<file path="config.mk">
export PLATFORM = sky130hd
export DESIGN_NAME = fwseq_top
export DESIGN_NICKNAME = d
export VERILOG_FILES = /design/src/rtl/fwseq_pkg.sv /design/src/rtl/fwseq_req_check.sv /design/src/rtl/fwseq_spi_eng.sv /design/src/rtl/fwseq_ctrl.sv /design/src/rtl/fwseq_top.sv
export SDC_FILE = /design/constraint.sdc
export NUM_CORES = 1
export LEC_CHECK = 0
export ABC_AREA = 1
export CORE_ASPECT_RATIO = 1.25
export CORE_MARGIN = 4
export CORE_UTILIZATION = 57
export CTS_CLUSTER_SIZE = 16
export DETAILED_ROUTE_END_ITERATION = 8
export GPL_TIMING_DRIVEN = 0
export HOLD_SLACK_MARGIN = 0.15
export PLACE_DENSITY = 0.85
export SETUP_SLACK_MARGIN = 0.4
export SLEW_MARGIN = 20
export SYNTH_ARGS = -nofsm -noshare
export SYNTH_HDL_FRONTEND = slang
export SYNTH_HIERARCHICAL = 1
export SYNTH_SLANG_ARGS = --single-unit
</file>
<file path="constraint.sdc">
create_clock -name clk -period 3.1 [get_ports clk]
set_input_delay 0.93 -clock clk [delete_from_list [all_inputs] [get_ports clk]]
set_output_delay 0.93 -clock clk [all_outputs]
set_load 0.03 [all_outputs]
</file>
<file path="src/rtl/fwseq_pkg.sv">
package fwseq_pkg;
  typedef enum logic [1:0] {OP_PROG = 2'd0, OP_REGION = 2'd1, OP_CHIP = 2'd2, OP_BAD = 2'd3} fw_op_e;
  typedef enum logic [1:0] {PH_WREN, PH_WELCHK, PH_OPER, PH_POLL} fw_phase_e;
  typedef enum logic [1:0] {ST_IDLE, ST_LOAD, ST_SHIFT, ST_GAP} fw_state_e;

  localparam logic [7:0] CMD_WREN = 8'h06;
  localparam logic [7:0] CMD_RDSR = 8'h05;
  localparam logic [7:0] CMD_PROG = 8'h02;
  localparam logic [7:0] CMD_SEC  = 8'h20;
  localparam logic [7:0] CMD_B32  = 8'h52;
  localparam logic [7:0] CMD_B64  = 8'hD8;
  localparam logic [7:0] CMD_CHIP = 8'hC7;
endpackage

</file>
<file path="src/rtl/fwseq_req_check.sv">
module fwseq_req_check
  import fwseq_pkg::*;
#(
  parameter int LEN_W      = 17,
  parameter int CNT_W      = 9,
  parameter int PAGE_BYTES = 256,
  parameter int SEC_BYTES  = 4096,
  parameter int B32_BYTES  = 32768,
  parameter int B64_BYTES  = 65536
) (
  input  logic [1:0]       op,
  input  logic [LEN_W-1:0] len,
  output logic             ok,
  output logic [7:0]       opcode,
  output logic [CNT_W-1:0] nbytes
);
  always_comb begin
    ok     = 1'b0;
    opcode = CMD_PROG;
    nbytes = CNT_W'(1);
    case (fw_op_e'(op))
      OP_PROG: begin
        if (len != '0 && len <= LEN_W'(PAGE_BYTES)) begin
          ok     = 1'b1;
          nbytes = CNT_W'(len) + CNT_W'(4);
        end
      end
      OP_REGION: begin
        nbytes = CNT_W'(4);
        if (len == LEN_W'(SEC_BYTES)) begin
          ok = 1'b1; opcode = CMD_SEC;
        end else if (len == LEN_W'(B32_BYTES)) begin
          ok = 1'b1; opcode = CMD_B32;
        end else if (len == LEN_W'(B64_BYTES)) begin
          ok = 1'b1; opcode = CMD_B64;
        end
      end
      OP_CHIP: begin
        ok     = 1'b1;
        opcode = CMD_CHIP;
      end
      default: ok = 1'b0;
    endcase
  end
endmodule

</file>
<file path="src/rtl/fwseq_spi_eng.sv">
module fwseq_spi_eng #(
  parameter int SCK_HALF = 2
) (
  input  logic       clk,
  input  logic       rst,
  input  logic       start,
  input  logic [7:0] tx,
  input  logic       miso,
  output logic       sclk,
  output logic       mosi,
  output logic       done,
  output logic [7:0] rx
);
  localparam int HC_W = $clog2(SCK_HALF + 1);

  logic            act;
  logic [HC_W-1:0] hc;
  logic [2:0]      bitn;
  logic [7:0]      sh;
  logic [7:0]      rsh;

  assign rx = rsh;

  always_ff @(posedge clk) begin
    if (rst) begin
      act  <= 1'b0;
      hc   <= '0;
      bitn <= '0;
      sh   <= '0;
      rsh  <= '0;
      sclk <= 1'b0;
      mosi <= 1'b0;
      done <= 1'b0;
    end else begin
      done <= 1'b0;
      if (start && !act) begin
        act  <= 1'b1;
        sh   <= tx;
        mosi <= tx[7];
        hc   <= '0;
        bitn <= '0;
        sclk <= 1'b0;
      end else if (act) begin
        if (hc == HC_W'(SCK_HALF - 1)) begin
          hc <= '0;
          if (!sclk) begin
            sclk <= 1'b1;
            rsh  <= {rsh[6:0], miso};
          end else begin
            sclk <= 1'b0;
            if (bitn == 3'd7) begin
              act  <= 1'b0;
              done <= 1'b1;
            end else begin
              bitn <= bitn + 3'd1;
              sh   <= {sh[6:0], 1'b0};
              mosi <= sh[6];
            end
          end
        end else begin
          hc <= hc + HC_W'(1);
        end
      end
    end
  end
endmodule

</file>
<file path="src/rtl/fwseq_ctrl.sv">
module fwseq_ctrl
  import fwseq_pkg::*;
#(
  parameter int CNT_W     = 9,
  parameter int GAP_CYC   = 4,
  parameter int WEL_BIT   = 1,
  parameter int WIP_BIT   = 0,
  parameter int WEN_TRIES = 3
) (
  input  logic             clk,
  input  logic             rst,
  input  logic             req_valid,
  input  logic [23:0]      req_addr,
  input  logic             req_ok,
  input  logic [7:0]       req_opcode,
  input  logic [CNT_W-1:0] req_nbytes,
  output logic             req_ready,
  output logic             done,
  output logic             err,
  input  logic             wr_valid,
  input  logic [7:0]       wr_data,
  output logic             wr_ready,
  output logic             eng_start,
  output logic [7:0]       eng_tx,
  input  logic             eng_done,
  input  logic [7:0]       eng_rx,
  output logic             cs_n
);
  localparam int GAP_W = $clog2(GAP_CYC + 1);
  localparam int TRY_W = $clog2(WEN_TRIES + 1);

  fw_state_e        st;
  fw_phase_e        ph;
  logic [CNT_W-1:0] idx;
  logic [CNT_W-1:0] nb_q;
  logic [CNT_W-1:0] tr_len;
  logic [7:0]       opc_q;
  logic [23:0]      addr_q;
  logic [7:0]       stat_q;
  logic [TRY_W-1:0] tries;
  logic [GAP_W-1:0] gcnt;

  always_comb begin
    case (ph)
      PH_WREN: tr_len = CNT_W'(1);
      PH_OPER: tr_len = nb_q;
      default: tr_len = CNT_W'(2);
    endcase
  end

  always_comb begin
    case (ph)
      PH_WREN: eng_tx = CMD_WREN;
      PH_OPER: begin
        if (idx == CNT_W'(0))      eng_tx = opc_q;
        else if (idx == CNT_W'(1)) eng_tx = addr_q[23:16];
        else if (idx == CNT_W'(2)) eng_tx = addr_q[15:8];
        else if (idx == CNT_W'(3)) eng_tx = addr_q[7:0];
        else                       eng_tx = wr_data;
      end
      default: eng_tx = (idx == CNT_W'(0)) ? CMD_RDSR : 8'h00;
    endcase
  end

  assign eng_start = (st == ST_LOAD) && (!wr_ready || wr_valid);

  always_ff @(posedge clk) begin
    if (rst) begin
      st        <= ST_IDLE;
      ph        <= PH_WREN;
      idx       <= '0;
      nb_q      <= '0;
      opc_q     <= '0;
      addr_q    <= '0;
      stat_q    <= '0;
      tries     <= '0;
      gcnt      <= '0;
      req_ready <= 1'b1;
      done      <= 1'b0;
      err       <= 1'b0;
      wr_ready  <= 1'b0;
      cs_n      <= 1'b1;
    end else begin
      done <= 1'b0;
      err  <= 1'b0;
      case (st)
        ST_IDLE: begin
          if (req_valid) begin
            if (req_ok) begin
              opc_q     <= req_opcode;
              addr_q    <= req_addr;
              nb_q      <= req_nbytes;
              tries     <= '0;
              ph        <= PH_WREN;
              idx       <= '0;
              st        <= ST_LOAD;
              cs_n      <= 1'b0;
              req_ready <= 1'b0;
            end else begin
              err <= 1'b1;
            end
          end
        end
        ST_LOAD: begin
          if (eng_start) begin
            st       <= ST_SHIFT;
            wr_ready <= 1'b0;
          end
        end
        ST_SHIFT: begin
          if (eng_done) begin
            stat_q <= eng_rx;
            if (idx == tr_len - CNT_W'(1)) begin
              st   <= ST_GAP;
              cs_n <= 1'b1;
              gcnt <= '0;
            end else begin
              idx      <= idx + CNT_W'(1);
              st       <= ST_LOAD;
              wr_ready <= (ph == PH_OPER) && (idx + CNT_W'(1) >= CNT_W'(4));
            end
          end
        end
        default: begin
          if (gcnt == GAP_W'(GAP_CYC - 1)) begin
            st   <= ST_LOAD;
            idx  <= '0;
            cs_n <= 1'b0;
            case (ph)
              PH_WREN: ph <= PH_WELCHK;
              PH_WELCHK: begin
                if (stat_q[WEL_BIT]) begin
                  ph <= PH_OPER;
                end else if (tries == TRY_W'(WEN_TRIES - 1)) begin
                  st        <= ST_IDLE;
                  cs_n      <= 1'b1;
                  err       <= 1'b1;
                  req_ready <= 1'b1;
                end else begin
                  tries <= tries + TRY_W'(1);
                  ph    <= PH_WREN;
                end
              end
              PH_OPER: ph <= PH_POLL;
              default: begin
                if (!stat_q[WIP_BIT]) begin
                  st        <= ST_IDLE;
                  cs_n      <= 1'b1;
                  done      <= 1'b1;
                  req_ready <= 1'b1;
                end
              end
            endcase
          end else begin
            gcnt <= gcnt + GAP_W'(1);
          end
        end
      endcase
    end
  end
endmodule

</file>
<file path="src/rtl/fwseq_top.sv">
module fwseq_top #(
  parameter int LEN_W      = 17,
  parameter int PAGE_BYTES = 256,
  parameter int SEC_BYTES  = 4096,
  parameter int B32_BYTES  = 32768,
  parameter int B64_BYTES  = 65536,
  parameter int SCK_HALF   = 2,
  parameter int CS_MIN_SCK = 1,
  parameter int WEL_BIT    = 1,
  parameter int WIP_BIT    = 0,
  parameter int WEN_TRIES  = 3
) (
  input  logic             clk,
  input  logic             rst,
  input  logic             req_valid,
  output logic             req_ready,
  input  logic [1:0]       req_op,
  input  logic [23:0]      req_addr,
  input  logic [LEN_W-1:0] req_len,
  input  logic             wr_valid,
  output logic             wr_ready,
  input  logic [7:0]       wr_data,
  output logic             done,
  output logic             err,
  output logic             spi_sclk,
  output logic             spi_cs_n,
  output logic             spi_mosi,
  input  logic             spi_miso
);
  localparam int CNT_W   = $clog2(PAGE_BYTES + 5);
  localparam int GAP_CYC = 2 * SCK_HALF * ((CS_MIN_SCK < 1) ? 1 : CS_MIN_SCK);

  logic             chk_ok;
  logic [7:0]       chk_opcode;
  logic [CNT_W-1:0] chk_nbytes;
  logic             eng_start;
  logic [7:0]       eng_tx;
  logic             eng_done;
  logic [7:0]       eng_rx;

  fwseq_req_check #(
    .LEN_W(LEN_W), .CNT_W(CNT_W), .PAGE_BYTES(PAGE_BYTES),
    .SEC_BYTES(SEC_BYTES), .B32_BYTES(B32_BYTES), .B64_BYTES(B64_BYTES)
  ) u_check (
    .op(req_op), .len(req_len), .ok(chk_ok), .opcode(chk_opcode), .nbytes(chk_nbytes)
  );

  fwseq_ctrl #(
    .CNT_W(CNT_W), .GAP_CYC(GAP_CYC), .WEL_BIT(WEL_BIT),
    .WIP_BIT(WIP_BIT), .WEN_TRIES(WEN_TRIES)
  ) u_ctrl (
    .clk(clk), .rst(rst), .req_valid(req_valid), .req_addr(req_addr),
    .req_ok(chk_ok), .req_opcode(chk_opcode), .req_nbytes(chk_nbytes),
    .req_ready(req_ready), .done(done), .err(err),
    .wr_valid(wr_valid), .wr_data(wr_data), .wr_ready(wr_ready),
    .eng_start(eng_start), .eng_tx(eng_tx), .eng_done(eng_done), .eng_rx(eng_rx),
    .cs_n(spi_cs_n)
  );

  fwseq_spi_eng #(.SCK_HALF(SCK_HALF)) u_eng (
    .clk(clk), .rst(rst), .start(eng_start), .tx(eng_tx), .miso(spi_miso),
    .sclk(spi_sclk), .mosi(spi_mosi), .done(eng_done), .rx(eng_rx)
  );
endmodule

</file>
Word level (Yosys, flattened, before mapping). Cells that the tools add are included.

Bits in registers: 84. Input bits: 56. Output and inout port bits: 7.

Add/sub/neg operators: 7. Order comparisons: 2. Equality and inequality tests: 32. Muxes and demuxes: 94. Bitwise operators: 9. Reductions and logical operators: 41.

Operators by type and width (number): 8-bit 2-to-1 mux (7); 9-bit 2-to-1 mux (6); 1-bit 2-to-1 mux (38); 9-bit case mux with 2 select lines (2); 7-bit 2-to-1 mux (5); 2-bit 2-to-1 mux (16); 8-bit case mux with 2 select lines (2); 9-bit case mux with 3 select lines (1); 4-bit AND reduction (5); 9-bit by 2-bit == test with 1-bit output (second input constant) (2); 6-bit AND reduction (3); 17-bit by 13-bit == test with 1-bit output (second input constant) (1); 17-bit by 16-bit == test with 1-bit output (second input constant) (1); 17-bit == test (second input constant) (1); 17-bit by 9-bit <= comparator with 1-bit output (second input constant) (1); 17-bit nonzero test (1); 3-bit 2-to-1 mux (4); 2-bit != test (second input constant) (6); 2-bit case mux with 2 select lines (3); 2-bit case mux with 3 select lines (2); 2-bit nonzero test (6); 2-bit by 1-bit != test with 1-bit output (second input constant) (5); 1-bit case mux with 2 select lines (5); 9-bit by 1-bit adder with 9-bit output (second input constant) (1); 32 further kinds (61).

Depth between registers and ports, before layout.
Depth after elaboration: 8. Gate-level depth with buffers: 20. Depth with buffers taken out: 19.

Cells and area by module. Netlist, hierarchy kept.

By module, submodules not included: fwseq_ctrl (instances 1, cells an instance 602, area each 3996.3 um^2, sequential area each 1321.3 um^2); fwseq_spi_eng (instances 1, cells an instance 148, area each 1051.0 um^2, sequential area each 480.5 um^2); fwseq_req_check (instances 1, cells an instance 81, area each 483.0 um^2, sequential area each 0.0 um^2).

Least setup slack after synthesis. OpenSTA, ideal clock, no wires.

Path type: input -> register. Start point: input port req_len[2]. End point: register u_ctrl.tries[0]. Library setup time: 0.119 ns. Data arrival time: 2.593 ns. Data required time: 2.981 ns. Slack: 0.388 ns. Stages on the path: 16. Path buffers: 0. Path through: inv_1 ha_1 nand2_1 nor2_4 nand2_2 nand3_4 nand2_1 inv_1 a21oi_2 inv_1 nor2_1 clkinv_1 nor2_1 nor2_1 o21ai_0 a21oi_1.

Cells in the longest elaborated chain, start to end: 7. Elaborated cells between the ends (all ways): 13.

Ends and longest elaborated chain: start: declaration (line fwseq_top.sv:19) `input logic [LEN_W-1:0] req_len,`; parallel branches: the longest is 4 deep, another holds 17-bit by 9-bit <= comparator with 1-bit output; 1-bit case mux with 3 select lines (*) (line fwseq_req_check.sv:21) `case (fw_op_e'(op))`; net chk_ok (line fwseq_top.sv:33) `logic chk_ok;`; 2-bit != test (no line) (*); 7-bit AND reduction (no line) (*); end signal: assignment (line fwseq_ctrl.sv:140) `tries <= tries + TRY_W'(1);`; end: declaration (line fwseq_ctrl.sv:40) `logic [TRY_W-1:0] tries;`.

Mark *: on every way through the listed nets, which the timed path passes. A chain may end at the register's enable or synchronous reset.

Final worst setup path.
Start point: input port req_len[2]. End point: register u_ctrl.opc_q[6].

Elaborated cells between the ends (all ways): 16.

RTL lines: 17-bit == test (line fwseq_req_check.sv:34) `end else if (len == LEN_W'(B64_BYTES)) begin`; 8-bit 2-to-1 mux (line fwseq_req_check.sv:34); 8-bit 2-to-1 mux (line fwseq_req_check.sv:32) `end else if (len == LEN_W'(B32_BYTES)) begin`; 8-bit 2-to-1 mux (*) (line fwseq_req_check.sv:30) `if (len == LEN_W'(SEC_BYTES)) begin`; 8-bit case mux with 2 select lines (*) (line fwseq_req_check.sv:21); net chk_opcode[6] (line fwseq_top.sv:34) `logic [7:0] chk_opcode;`; end signal: assignment (line fwseq_ctrl.sv:90) `opc_q <= req_opcode;`; end: declaration (line fwseq_ctrl.sv:37) `logic [7:0] opc_q;`.

Mark *: on every way through the listed nets, which the timed path passes. The rest lies on a longest branch.

==> flow_summary.ini <==
[cts]
clk_latency_ns = 0.34
clk_pin_slew_ns = 0.06
cts_root_buf = clkbuf_16
htree_num_levels = 3
cts_tree = yes
numCtsBuffers = 9
clk_path_buf_depth = 2
cts_sinks = 84

[sta]
setup_tns_ns = 0
slew_viol_final = 0
min_period_over_period_pct = 83.91
relSlewSlack_pct = 63.10
finalSetupViolations = 0
rsz0062_at_grt = true
max_freq_mhz = 384.5
layout_min_cycle_time_ns = 2.601
final.setup_skew_ns = 0.005522
hold_viol_final = 0
tightestPinTransition_ns = 0.5502
setup_slack_ns = 0.4989

[synthesis]
syn_area_um2 = 5335
synthCells = 807
yosys_warnings = 6
synthesis.nets = 891
avgSynthCellArea_um2 = 6.611

[worst_hold_path]
hold_path.class = flip-flop to flip-flop
min_path_cells = 2

[cells_and_area]
diodes = 0
area_delta_synth_final_pct = 26.20
design_area_um2 = 6733
fin_cells = 1031
fillers = 692
layout-drive-gt1-share_pct = 19.60
num-nets-final = 987

[placement]
dpl.hpwl_um = 10150
dp.cells = 992
placed_area_um2 = 6111
io_buffers = 62
pre_cts_ws_ns = -0.7874
gp_congestion = 0.9891

[die]
start_util_pct = 58.47
core_region_area_um2 = 9125
num_io_pins = 63
die-area_um2 = 10980
die_height_um = 116.2
die_x_um = 94.53
floorplan.rows = 39

[grt]
grt_max_degree = 16
grt.met1_usage_pct = 27.85
gr-total-overflow = 0
track_usage_pct = 26.58
antenna_found_initial = 0
use_met2_pct = 49.72
grt_pass1_vias = 5474
grt_pass1_wl_um = 23470
gr-max-usage-layer = met2
met3_usage_pct = 3.866

[detailed_routing]
drc = 0
drt-initial-drc-count = 420
drt-total-wl_um = 14390
wl_per_cell_um = 13.96
via_per_inst = 5.379
postRouteAntennaNets = 0
first_pass_iters = 5
vias = 5546

[critical_path]
critPathMaxFanout = 4
crit_arrival_ns = 2.83
crit_path_frequent_cell = buf_4
critPathTopFamily = buffers and inverters
critPathLaunchType = primary input
critPathKind = primary input to flip-flop
max_stage_delay_ns = 0.20
worst_r2r_path_depth = 18
crit_cells = 17
path_buf_inv = 9
crit_chain = buf_8 > inv_4 > ha_4 > nand2_4 > nor2_4 > nand3_2 > buf_4 > buf_4 > buf_4 > buf_4 > buf_4 > buf_4 > buf_4 > nand4_1 > o21ai_1 > nor2_1 > nor2_1
cp_data_required_time_ns = 3.33
cp_slowest_cell = nor2_4
crit_path_end_kind = flip-flop

[outcome]
status = completed

[job]
maxCapViolCount = 0

[power]
ir_drop_uv = 512.2
p_per_area_nw_per_um2 = 520.9
p_leak_nw = 3.028
-- per-layer routing --
| metal | share of wire, % | wire (µm) |
|---|---|---|
| met1 | 38 | 5432 |
| met5 | 0 | 0 |
| met2 | 53 | 7624 |
| met4 | 4.5 | 652 |
| met3 | 4.7 | 680 |
-- worst paths after layout --
check                                                 endpoint  slack [ns]                      startpoint
worst max-delay path              u_ctrl/opc_q[6]$_SDFFE_PP0P_        0.50                      req_len[2]
worst min-delay path            u_ctrl/addr_q[13]$_SDFFE_PP0P_        0.45  u_ctrl/addr_q[13]$_SDFFE_PP0P_
worst max register to register     u_ctrl/gcnt[1]$_SDFFE_PP0P_        0.55       u_ctrl/ph[1]$_SDFFE_PP0P_
worst min register to register  u_ctrl/addr_q[13]$_SDFFE_PP0P_        0.45  u_ctrl/addr_q[13]$_SDFFE_PP0P_
-- repair_timing --
item / in CTS / in global routing
setup buffers: 20 / 2
hold buffers: 0 / 0
cloned: 0 / 1
setup endpoints to repair: 61 / 62
resized for setup: 67 / 96
pin swaps: 26 / 29
-- area by class of cell --
class	instances	area, µm²	area share, %
buffer	27	185.2	2.750
clock buffer	9	225.2	3.345
clock inverter	7	76.32	1.134
inverter	122	466.7	6.932
multi-input combinational	575	3226	47.91
sequential	84	1683	25.00
tap	123	153.9	2.286
timing repair buffer	84	716.9	10.65
-- where the power goes --
part	switching [mW]	leakage, nW	internal (mW)
registers	0.0722	0.683	1.22
logic	0.709	2.20	0.434
clock network	0.449	0.142	0.628
total	1.23	3.03	2.28
-- layout by cell type (no fill, tap or decap), types with 23 or more instances in the layout --
master,n
o21ai_0,48
a21oi_1,55
dfxtp_1,83
ha_1,23
inv_1,102
buf_4,26
nand2_1,151
clkdlybuf4s50_1,43
nor2_1,109
nand3_1,28
o21ai_1,35
-- stage by stage --
step,total power [mW],hold slack [ns],utilization (%)
5_1_grt,3.684,0.4717,73.78
3_3_place_gp,2.272,0.4351,66.97
2_1_floorplan,2.030,0.4246,-
3_5_place_dp,2.323,0.4431,66.97
6_report,3.507,0.4507,73.78
4_1_cts,3.461,0.4516,73.10
-- flip-flops by register name (all words and copies together) (netlist names), 2 cells and up --
signal and flops:
u_ctrl/tries 2, u_ctrl/addr_q 24, u_ctrl/st 2, u_eng/hc 2, u_ctrl/gcnt 3, u_ctrl/idx 9, u_ctrl/ph 2, u_ctrl/stat_q 2
u_eng/rx 2, u_eng/sh 7, u_ctrl/nb_q 9, u_eng/bitn 3, u_ctrl/opc_q 8
-- worst reg2reg max path, cell delays in order, from the launching register on --
cell and delay (ns):
dfxtp_1 0.42, ha_1 0.21, buf_6 0.16, nand2_2 0.08, nand2_2 0.11, inv_2 0.07
ha_4 0.24, inv_1 0.07, nand2_1 0.06, nand2_1 0.07, nand3_1 0.07, nor2_1 0.11
nand2_1 0.09, nor2_4 0.13, nand3_1 0.13, nand2_4 0.14, nand3_4 0.09, nand2_1 0.09
a21oi_1 0.06
Power figures use the tool's default switching activity.
